## src/rtl/iso_rx_pkg.sv

```systemverilog
package iso_rx_pkg;

    localparam int BYTE_W = 8;

    typedef enum logic [1:0] {
        EV_IDLE     = 2'd0,
        EV_BYTE     = 2'd1,
        EV_END_GOOD = 2'd2,
        EV_END_BAD  = 2'd3
    } bus_ev_e;

    typedef struct packed {
        logic              valid;
        logic [BYTE_W-1:0] data;
        logic              last;
        logic              good;
    } bus_evt_t;

    typedef struct packed {
        logic sel_set;
        logic release_fg;
        logic rd;
    } cpu_cmd_t;

    // An end marker outranks a data strobe arriving in the same cycle.
    function automatic bus_ev_e classify(input bus_evt_t e);
        if (e.last)
            return e.good ? EV_END_GOOD : EV_END_BAD;
        else if (e.valid)
            return EV_BYTE;
        return EV_IDLE;
    endfunction

endpackage

```

## src/rtl/iso_rx_bank.sv

```systemverilog
module iso_rx_bank
    import iso_rx_pkg::*;
#(
    parameter int PKT_LEN = 32,
    localparam int AW = (PKT_LEN > 1) ? $clog2(PKT_LEN) : 1
) (
    input  logic              clk,
    input  logic              wr_en,
    input  logic              wr_bank,
    input  logic [AW-1:0]     wr_addr,
    input  logic [BYTE_W-1:0] wr_data,
    input  logic              rd_bank,
    input  logic [AW-1:0]     rd_addr,
    output logic [BYTE_W-1:0] rd_data
);

    logic [BYTE_W-1:0] bank_q [2];

    for (genvar b = 0; b < 2; b++) begin : g_bank
        logic [BYTE_W-1:0] mem [PKT_LEN];

        always_ff @(posedge clk) begin
            if (wr_en && (wr_bank == 1'(b)))
                mem[wr_addr] <= wr_data;
        end

        assign bank_q[b] = mem[rd_addr];
    end

    assign rd_data = rd_bank ? bank_q[1] : bank_q[0];

endmodule

```

## src/rtl/iso_rx_wr.sv

```systemverilog
module iso_rx_wr
    import iso_rx_pkg::*;
#(
    parameter int PKT_LEN = 32,
    localparam int AW    = (PKT_LEN > 1) ? $clog2(PKT_LEN) : 1,
    localparam int CNT_W = $clog2(PKT_LEN + 1)
) (
    input  logic              clk,
    input  logic              rst,
    input  logic              sof,
    input  bus_evt_t          evt,
    output logic              we,
    output logic [AW-1:0]     waddr,
    output logic [BYTE_W-1:0] wdata,
    output logic [CNT_W-1:0]  bg_cnt,
    output logic              drop
);

    logic [CNT_W-1:0] wr_ptr_q;
    logic [CNT_W-1:0] bg_cnt_q;
    bus_ev_e          kind;
    logic             room;

    assign kind  = classify(evt);
    assign room  = (wr_ptr_q < CNT_W'(PKT_LEN));
    assign we    = !sof && (kind == EV_BYTE) && room;
    assign drop  = !sof && (kind == EV_BYTE) && !room;
    assign waddr = wr_ptr_q[AW-1:0];
    assign wdata = evt.data;
    assign bg_cnt = bg_cnt_q;

    always_ff @(posedge clk) begin
        if (rst) begin
            wr_ptr_q <= '0;
            bg_cnt_q <= '0;
        end else if (sof) begin
            // Fresh background bank; any strobe in this cycle is lost.
            wr_ptr_q <= '0;
            bg_cnt_q <= '0;
        end else begin
            unique case (kind)
                EV_BYTE: begin
                    if (room)
                        wr_ptr_q <= wr_ptr_q + 1'b1;
                end
                EV_END_GOOD: begin
                    bg_cnt_q <= wr_ptr_q;
                    wr_ptr_q <= '0;
                end
                EV_END_BAD: begin
                    bg_cnt_q <= '0;
                    wr_ptr_q <= '0;
                end
                default: ;
            endcase
        end
    end

endmodule

```

## src/rtl/iso_rx_rd.sv

```systemverilog
module iso_rx_rd
    import iso_rx_pkg::*;
#(
    parameter int PKT_LEN = 32,
    localparam int AW    = (PKT_LEN > 1) ? $clog2(PKT_LEN) : 1,
    localparam int CNT_W = $clog2(PKT_LEN + 1)
) (
    input  logic             clk,
    input  logic             rst,
    input  logic             sof,
    input  logic [CNT_W-1:0] bg_cnt,
    input  cpu_cmd_t         cmd,
    output logic [AW-1:0]    rd_addr,
    output logic [CNT_W-1:0] fg_cnt,
    output logic             empty,
    output logic             sel
);

    logic [CNT_W-1:0] fg_cnt_q;
    logic [CNT_W-1:0] rd_ptr_q;
    logic             sel_q;

    assign empty   = (rd_ptr_q == fg_cnt_q);
    assign rd_addr = rd_ptr_q[AW-1:0];
    assign fg_cnt  = fg_cnt_q;
    assign sel     = sel_q;

    always_ff @(posedge clk) begin
        if (rst) begin
            sel_q <= 1'b0;
        end else if (cmd.release_fg) begin
            sel_q <= 1'b0;
        end else if (cmd.sel_set) begin
            sel_q <= 1'b1;
        end
    end

    always_ff @(posedge clk) begin
        if (rst) begin
            fg_cnt_q <= '0;
            rd_ptr_q <= '0;
        end else if (sof) begin
            fg_cnt_q <= bg_cnt;
            rd_ptr_q <= '0;
        end else if (cmd.release_fg) begin
            fg_cnt_q <= '0;
            rd_ptr_q <= '0;
        end else if (cmd.rd && sel_q && !empty) begin
            rd_ptr_q <= rd_ptr_q + 1'b1;
        end
    end

endmodule

```

## src/rtl/iso_pingpong_rx.sv

```systemverilog
module iso_pingpong_rx
    import iso_rx_pkg::*;
#(
    parameter int PKT_LEN = 32,
    localparam int CNT_W = $clog2(PKT_LEN + 1)
) (
    input  logic             clk,
    input  logic             rst,
    input  logic             sof_i,
    input  logic             rx_valid_i,
    input  logic [7:0]       rx_byte_i,
    input  logic             rx_end_i,
    input  logic             rx_good_i,
    input  logic             cpu_sel_set_i,
    input  logic             cpu_release_i,
    input  logic             cpu_rd_i,
    output logic [7:0]       cpu_data_o,
    output logic             cpu_empty_o,
    output logic [CNT_W-1:0] cpu_count_o,
    output logic             cpu_sel_o,
    output logic             overrun_o,
    output logic             sof_irq_o
);

    localparam int AW = (PKT_LEN > 1) ? $clog2(PKT_LEN) : 1;

    bus_evt_t          evt;
    cpu_cmd_t          cmd;
    logic              bg_bank_q;
    logic              irq_q;
    logic              ovr_q;
    logic              we;
    logic [AW-1:0]     waddr;
    logic [BYTE_W-1:0] wdata;
    logic [CNT_W-1:0]  bg_cnt;
    logic              drop;
    logic [AW-1:0]     raddr;
    logic [BYTE_W-1:0] rdata;
    logic              empty;

    assign evt = '{valid: rx_valid_i, data: rx_byte_i, last: rx_end_i, good: rx_good_i};
    assign cmd = '{sel_set: cpu_sel_set_i, release_fg: cpu_release_i, rd: cpu_rd_i};

    always_ff @(posedge clk) begin
        if (rst) begin
            bg_bank_q <= 1'b0;
            irq_q     <= 1'b0;
            ovr_q     <= 1'b0;
        end else begin
            irq_q <= sof_i;
            if (sof_i)
                bg_bank_q <= ~bg_bank_q;
            if (drop)
                ovr_q <= 1'b1;
            else if (cpu_release_i)
                ovr_q <= 1'b0;
        end
    end

    iso_rx_wr #(.PKT_LEN(PKT_LEN)) u_wr (
        .clk    (clk),
        .rst    (rst),
        .sof    (sof_i),
        .evt    (evt),
        .we     (we),
        .waddr  (waddr),
        .wdata  (wdata),
        .bg_cnt (bg_cnt),
        .drop   (drop)
    );

    iso_rx_rd #(.PKT_LEN(PKT_LEN)) u_rd (
        .clk     (clk),
        .rst     (rst),
        .sof     (sof_i),
        .bg_cnt  (bg_cnt),
        .cmd     (cmd),
        .rd_addr (raddr),
        .fg_cnt  (cpu_count_o),
        .empty   (empty),
        .sel     (cpu_sel_o)
    );

    iso_rx_bank #(.PKT_LEN(PKT_LEN)) u_bank (
        .clk     (clk),
        .wr_en   (we),
        .wr_bank (bg_bank_q),
        .wr_addr (waddr),
        .wr_data (wdata),
        .rd_bank (~bg_bank_q),
        .rd_addr (raddr),
        .rd_data (rdata)
    );

    assign cpu_empty_o = empty;
    assign cpu_data_o  = empty ? '0 : rdata;
    assign overrun_o   = ovr_q;
    assign sof_irq_o   = irq_q;

endmodule

```

## config.mk

```make
export PLATFORM = sky130hd
export DESIGN_NAME = iso_pingpong_rx
export DESIGN_NICKNAME = d
export VERILOG_FILES = /design/src/rtl/iso_rx_pkg.sv /design/src/rtl/iso_rx_bank.sv /design/src/rtl/iso_rx_wr.sv /design/src/rtl/iso_rx_rd.sv /design/src/rtl/iso_pingpong_rx.sv
export SDC_FILE = /design/constraint.sdc
export NUM_CORES = 1
export LEC_CHECK = 0
export BUFFER_PORTS_ARGS = -buffer_cell sky130_fd_sc_hd__buf_2
export CORE_AREA = 5 5 196 235
export CTS_BUF_LIST = sky130_fd_sc_hd__clkbuf_4
export DETAILED_ROUTE_END_ITERATION = 8
export DIE_AREA = 0 0 201 240
export PLACE_DENSITY = 0.78
export REMOVE_ABC_BUFFERS = 1
export SLEW_MARGIN = 20
export SYNTH_ARGS = -nofsm -noshare
export SYNTH_HDL_FRONTEND = slang
export SYNTH_SLANG_ARGS = --single-unit
```

## constraint.sdc

```tcl
create_clock -name clk -period 1.9 [get_ports clk]
set_input_delay 0.095 -clock clk [delete_from_list [all_inputs] [get_ports clk]]
set_output_delay 0.095 -clock clk [all_outputs]
set_load 0.1 [all_outputs]
```

==> implementation parameters, run 1 <==
Parameter                              Value

Timing
  Sum of negative setup slack ... -10800 ps
  Max_slew headroom ... a little under three fifths
  Final worst-path setup slack ... -1360 ps
  Tcrit/Tclk final ... 171%
  Count of pins over their slew limit ... 0
  Final Hold Slack ... 156 ps
  Final Skew ... 89.4 ps
  Final number of hold-violating endpoints ... 0
  Period minus WS final ... around 3300 ps
  Slew at the pin closest to its max-slew limit ... 673 ps
  Unrepaired setup endpoints after global routing ... yes
  Setup violations, final ... 9
  Max Clk Rate ... between 300 and 400 MHz

CTS
  CTS tree ... done
  CTS max path bufs ... 3
  Number of levels the H-tree was split into ... 3
  Clock latency of the later-clocked register in the worst-skew pair ... 860 ps
  Clock tree sinks ... between 500 and 600
  CTS Buf Count ... 118
  Root Buffer ... clkbuf_4
  CTS clock-pin slew for the worst setup and hold paths ... 70 ps

Route
  Average via count per standard cell ... roughly 5.9
  Average wire length per cell after detail routing ... about 25 um
  Number of DRC violations after detailed routing ... 0
  Detailed-route wire length ... roughly 53000 um
  Violation count after the first detailed-routing iteration ... 1281
  Antenna viol nets, final ... 0
  Iteration count of the initial detailed-routing pass ... 5
  Routed vias ... roughly 12000

Logic synthesis
  Total standard cell area after synthesis ... about 0.021 mm^2
  Dominant combinational cell family by area after synthesis ... multiplexers
  Adder and majority cell fraction of the synthesized area ... 0.292%
  Ranking of synthesized cells by instance count ... edfxtp_1, mux4_2, nor2_1, nand2_1, dfxtp_1
  Post-synthesis register bit count ... ~550
  Yosys cell types ... 57
  Simple-Gate Fraction of Synth Area ... 4.40%
  Synth Warn # ... 0
  Complex-gate fraction of the synthesized area ... approximately 3.3%
  Area leader, netlist ... edfxtp_1
  Most frequent cell after synthesis ... edfxtp_1
  Number of synthesized flops with an enable pin ... 512
  Post-synthesis xor/xnor area fraction ... less than 1%
  Average cell area after synthesis ... approximately 20 um^2
  Multiplexer area fraction after synthesis ... approximately 15%
  Top-area cell type share of the netlist area ... just over 70%
  Proportion of synthesized flip-flops having asynchronous set or reset ... 0%
  Proportion of synthesized chip area in sequential cells ... about three quarters
  Dominant register cell in the synthesized netlist ... edfxtp_1
  Number of instances in the synthesized netlist ... approximately 1100
  Synth area leaders ... edfxtp_1, mux4_2, dfxtp_1

Critical path
  Setup CP Type ... reg2out
  Crit path largest cell delay ... roughly 480 ps
  Worst Path Arrival ... roughly 3200 ps
  Crit path top cell by count ... buf_12
  Type of element capturing the critical path ... output port
  Biggest fanout along the worst timing path ... 14
  Worst path required time ... about 1800 ps
  Crit path launch type ... flip-flop
  Cell chain of the critical path ... buf_12, buf_12, mux4_1, mux2i_1, buf_4, a2111oi_2, a22o_2, buf_12
  Slowest library cell on the worst path ... a2111oi_2

Global route
  Number of antenna violations at the first check in global routing ... 2
  Number of global-route vias before repair ... about 13000
  Wire length of the first global-routing pass ... a little under 80000 um
  Largest net degree at the start of global routing ... 65
  Overall Global Routing Usage ... a little over a fifth
  Final global-route overflow total ... 0

Worst hold path
  Type of the tightest min-delay check ... in2reg

Power and ir drop
  Power density cells ... roughly 830 mW/mm^2
  Static Leakage ... 0.00880 uW
  Worst-case vdd ir drop ... around 0.65 mV

Layout
  Fraction of layout cells with a size suffix above 1 ... between 40% and 50%
  Final cell area excluding filler cells ... around 0.027 mm^2
  Layout net count ... between 1000 and 1500
  Area growth syn-to-layout ... 23.6%

Place
  Instance area at placement ... 0.0239 mm^2
  Final weighted congestion in routability-driven placement ... a little over 0.9
  IO Port Bufs ... 34
  Sum of net half-perimeters after detailed placement ... 33100 um

Floorplan
  Area of the core region ... 0.0436 mm^2
  Die Footprint ... between 0.04 and 0.05 mm^2
  Vertical die dimension ... between 200 and 250 um
  Die X ... about 200 um
  Number of top-level pins ... 35
  Standard-cell rows ... 84
  Initial Utilization ... 49.2%

Status
  Violated checks ... setup timing
  Run status ... finished with violations

Flow run
  # Max-Cap Violations ... 0
placed cells by master (no fill, tap or decap), types with 5 or more instances in the layout:
cell	count
edfxtp_1	512
buf_4	187
clkbuf_4	165
mux4_2	109
nor2_1	81
nand2_1	36
buf_12	36
clkinv_1	31
dfxtp_1	28
buf_6	27
dlygate4sd3_1	22
buf_2	22
mux2i_1	20
clkinv_2	20
a22o_1	13
mux4_1	12
nor2b_1	11
nand3_1	11
a21oi_1	11
o22ai_1	10
o22ai_2	9
xor2_1	8
a211oi_2	8
nand2b_1	7
nor3_1	7
nor2_2	7
xnor2_1	7
nand4_1	5
mux2_2	5
or3_1	5
or2_2	5
ha_1	5
layout make-up:
cell class                 count  area (um^2)
fill                        2896        17100
sequential                   545        16000
multi-input combinational    470         5390
timing repair buffer         300         2870
clock buffer                 165         1240
tap                          559          699
clock inverter                55          241
inverter                       5         18.8
antenna                        3         7.51
logic make-up after synthesis:
kind of cell	after synthesis
flops	545
simple gates	203
mux	153
compound gates	94
buf+inv	59
xor+xnor	15
fa+ha+maj	5
metrics by stage:
step                      total power [uW]  instances  setup WS (ps)  utilization (%)
after floorplan                      13500       1020          -6090                -
after global placement               13700       1826           -597             54.8
after detailed placement             13700       1826           -634             54.8
after CTS                            22200       2088          -1380             59.6
after global routing                 23000       2102          -1430             60.8
final                                22100       2102          -1360             60.8
flip-flops by register name, indices dropped and copies added, names as in the netlist, named ones only:
register,cells
u_rd.sel,1
u_wr.wr_ptr_q,6
u_bank.g_bank.mem,512
bg_bank_q,1
u_rd.rd_ptr_q,6
sof_irq_o,1
u_wr.bg_cnt,6
overrun_o,1
u_rd.fg_cnt,6
report_power, final:
| part | internal, uW | switching [uW] |
|---|---|---|
| clock network | 4070 | 4460 |
| registers | 13100 | 6.50 |
| logic | 117 | 292 |
| total | 17300 | 4750 |
metal layers:
| metal | routed length (um) | GRT usage (%) | vias to the layer above |
|---|---|---|---|
| met4 | 2930 | 12.7 | 0 |
| met5 | 0 | 0 | - |
| li1 | - | - | 5246 |
| met2 | 27200 | 36.5 | 750 |
| met1 | 18500 | 25.8 | 6303 |
| met3 | 4510 | 4.07 | 178 |
worst paths after layout:
check                 startpoint                    endpoint  slack (ps)  cells after the start
hold / removal         rx_good_i              u_wr.bg_cnt[0]         160                      4
setup / recovery       flip-flop               cpu_data_o[1]       -1360                      8
setup reg to reg       bg_bank_q  u_bank.g_bank[0].mem[0][6]          40                      7
hold reg to reg   u_wr.bg_cnt[0]              u_wr.bg_cnt[0]         460                      2
worst max-delay path: cells and delay by family (launching register included):
family                 cells  cell delay [ps]
muxes                      2              440
DFF                        1              390
AOI/OAI and AO/OA          2              800
buffers and inverters      4              650
what timing repair did:
action	in CTS	in global routing
hold endpoints to repair	489	0
hold buffers	22	0
pin swaps	10	14
buffers inserted	19	10
setup endpoints to repair	91	177
cloned	1	1
resized for setup	61	86
Note: power is estimated with default switching activity, not from simulation.
==> inputs of run 2 (changes only) <==
--- a/config.mk
+++ b/config.mk
@@ -10,6 +10,8 @@
 export CTS_BUF_LIST = sky130_fd_sc_hd__clkbuf_4
 export DETAILED_ROUTE_END_ITERATION = 8
 export DIE_AREA = 0 0 201 240
+export GPL_TIMING_DRIVEN = 0
+export HOLD_SLACK_MARGIN = 0.12
 export PLACE_DENSITY = 0.78
 export REMOVE_ABC_BUFFERS = 1
 export SLEW_MARGIN = 20
==> implementation parameters, run 2 (synthesis results as in run 1) <==
Parameter                              Value

Global route
  Wire length of the first global-routing pass ... 81700 um (was 77400 um)
  Busiest metal layer after global routing ... met2 (unchanged)
  Number of global-route vias before repair ... 12795 (was 12918)
  Met3 track demand over resource ... 4.80% (was 4.07%)
  Overall Global Routing Usage ... 23.0% (was 21.5%)
  Number of antenna violations at the first check in global routing ... 1 (was 2)
  Met1 track utilization from global routing ... 26.3% (was 25.8%)
  Final global-route overflow total ... 0 (unchanged)
  Largest net degree at the start of global routing ... 65 (unchanged)
  M2 GR Usage ... 39.4% (was 36.5%)

Status
  Run status ... finished with violations (unchanged)
  Violated checks ... setup timing (unchanged)

Route
  Antenna viol nets, final ... 0 (unchanged)
  Number of DRC violations after detailed routing ... 0 (unchanged)
  Iteration count of the initial detailed-routing pass ... 5 (unchanged)
  Detailed-route wire length ... 57400 um (was 53100 um)
  Average wire length per cell after detail routing ... 29.7 um (was 25.3 um)
  Violation count after the first detailed-routing iteration ... 1613 (was 1281)
  Routed vias ... 12366 (was 12477)
  Average via count per standard cell ... 6.40 (was 5.94)

Timing
  Max_slew headroom ... 47.3% (was 55.1%)
  Final Hold Slack ... 133 ps (was 156 ps)
  Final number of hold-violating endpoints ... 0 (unchanged)
  Period minus WS final ... 3440 ps (was 3260 ps)
  Slew at the pin closest to its max-slew limit ... 791 ps (was 673 ps)
  Unrepaired setup endpoints after global routing ... yes (unchanged)
  Final worst-path setup slack ... -1540 ps (was -1360 ps)
  Setup violations, final ... 12 (was 9)
  Count of pins over their slew limit ... 0 (unchanged)
  Max Clk Rate ... 291 MHz (was 307 MHz)
  Tcrit/Tclk final ... 181% (was 171%)
  Final Skew ... 29.0 ps (was 89.4 ps)

Layout
  Fraction of layout cells with a size suffix above 1 ... 42.2% (was 43.2%)
  Multi-input combinational cell area ... 0.00606 mm^2 (was 0.00539 mm^2)
  Commonest non-fill, non-tap cells in the layout ... edfxtp_1, clkbuf_4, mux4_2 (was edfxtp_1, buf_4, clkbuf_4)
  Footprint of the flip-flops and latches ... 0.0161 mm^2 (was 0.0160 mm^2)
  Finished Core Util ... 60.2% (was 60.8%)
  Most common cell after layout, fill and taps aside ... edfxtp_1 (unchanged)
  Non-filler instance count after layout ... 1931 (was 2102)
  Layout net count ... 1301 (was 1462)
  Fill cell instance count of the final layout ... 2769 (was 2896)
  Area growth syn-to-layout ... 22.3% (was 23.6%)
  Final cell area excluding filler cells ... 0.0263 mm^2 (was 0.0265 mm^2)
  Largest register by flop count ... u_bank.g_bank.mem (unchanged)
  Flip-flop count of the largest register after layout ... 512 (unchanged)

Power and ir drop
  Static Leakage ... 0.00807 uW (was 0.00880 uW)
  Power density cells ... 868 mW/mm^2 (was 832 mW/mm^2)
  Total power consumption of the routed design ... 22800 uW (was 22100 uW)
  Worst-case vdd ir drop ... 0.710 mV (was 0.647 mV)

Floorplan
  Initial Utilization ... 49.2% (unchanged)
  Die X ... 201 um (unchanged)
  Die Footprint ... 0.0482 mm^2 (unchanged)
  Standard-cell rows ... 84 (unchanged)
  Vertical die dimension ... 240 um (unchanged)
  Number of top-level pins ... 35 (unchanged)
  Area of the core region ... 0.0436 mm^2 (unchanged)

Critical path
  Worst Path Arrival ... 3340 ps (was 3160 ps)
  Setup CP Type ... reg2out (unchanged)
  Worst path required time ... 1800 ps (about the same)
  Crit path launch type ... flip-flop (unchanged)
  Biggest fanout along the worst timing path ... 7 (was 14)
  Type of element capturing the critical path ... output port (unchanged)

CTS
  CTS Buf Count ... 117 (was 118)
  CTS clock-pin slew for the worst setup and hold paths ... 80 ps (was 70 ps)
  Number of levels the H-tree was split into ... 3 (unchanged)
  Clock latency of the later-clocked register in the worst-skew pair ... 890 ps (was 860 ps)
  Clock tree sinks ... 545 (unchanged)
  CTS tree ... done (unchanged)
  CTS max path bufs ... 3 (unchanged)
  Root Buffer ... clkbuf_4 (unchanged)

Place
  Final weighted congestion in routability-driven placement ... 0.841 (was 0.915)
  Sum of net half-perimeters after detailed placement ... 28100 um (was 33100 um)
  IO Port Bufs ... 34 (unchanged)
  Instance area at placement ... 0.0221 mm^2 (was 0.0239 mm^2)
  Cell total after placement ... 1620 (was 1826)

Worst hold path
  Type of the tightest min-delay check ... in2reg (unchanged)

Flow run
  # Max-Cap Violations ... 0 (unchanged)
run 2: final timing paths:
| path | end | slack, ps | cells past startpoint | startpoint |
|---|---|---|---|---|
| worst max-delay path | cpu_data_o[1] | -1540 | 9 | flip-flop |
| worst max register to register | flip-flop | -30 | 7 | u_rd.rd_ptr_q[0] |
| worst min register to register | u_wr.bg_cnt[5] | 460 | 2 | u_wr.bg_cnt[5] |
| worst min-delay path | u_wr.bg_cnt[5] | 130 | 4 | rx_good_i |
run 2: layout make-up:
class                           count  area share (%)
Clock buffer                      171            4.89
Sequential cell                   545            61.2
Antenna cell                        1         0.00953
Multi-Input combinational cell    470            23.1
Inverter                            5          0.0858
Timing Repair Buffer              140            7.01
Clock inverter                     40            1.03
Tap cell                          559            2.66
run 2: worst max-delay path, stage by stage, from the launching register on:
cell and delay, ps:
dfxtp_4 390, buf_16 120, buf_16 180, buf_16 160, mux4_2 510, nor2b_4 150, a211oi_4 340, a2111oi_4 100
a22o_1 330, buf_12 190
run 2: where the power goes:
| part | switching (uW) | internal (uW) | total, uW |
|---|---|---|---|
| sequential | 10.2 | 13100 | 13100 |
| clock | 4610 | 4670 | 9280 |
| combinational | 296 | 83.0 | 379 |
run 2: repair_timing:
| item | 4_1_cts | 5_1_grt |
|---|---|---|
| setup buffers | 52 | 13 |
| setup endpoints to repair | 521 | 315 |
| endpoints found under the hold margin | 638 | 0 |
| cloned | 10 | 0 |
| pin swaps | 53 | 10 |
| hold buffers | 25 | 0 |
| gates resized for setup | 269 | 37 |
run 2: routing by layer:
metal | up-vias | share of wire [%]
li1 | 4912 | -
met1 | 6245 | 32
met2 | 962 | 51
met3 | 247 | 9.2
met4 | 0 | 7.3
met5 | - | 0
run 2: per-stage QoR:
| stage | setup WS [ps] | TNS [ps] |
|---|---|---|
| CTS | -1510 | -12470 |
| finish | -1540 | -12340 |
| global route | -1560 | -12840 |
| detailed placement | -1930 | -335190 |
| floorplan | -6090 | -42700 |
| global placement | -7380 | -357970 |
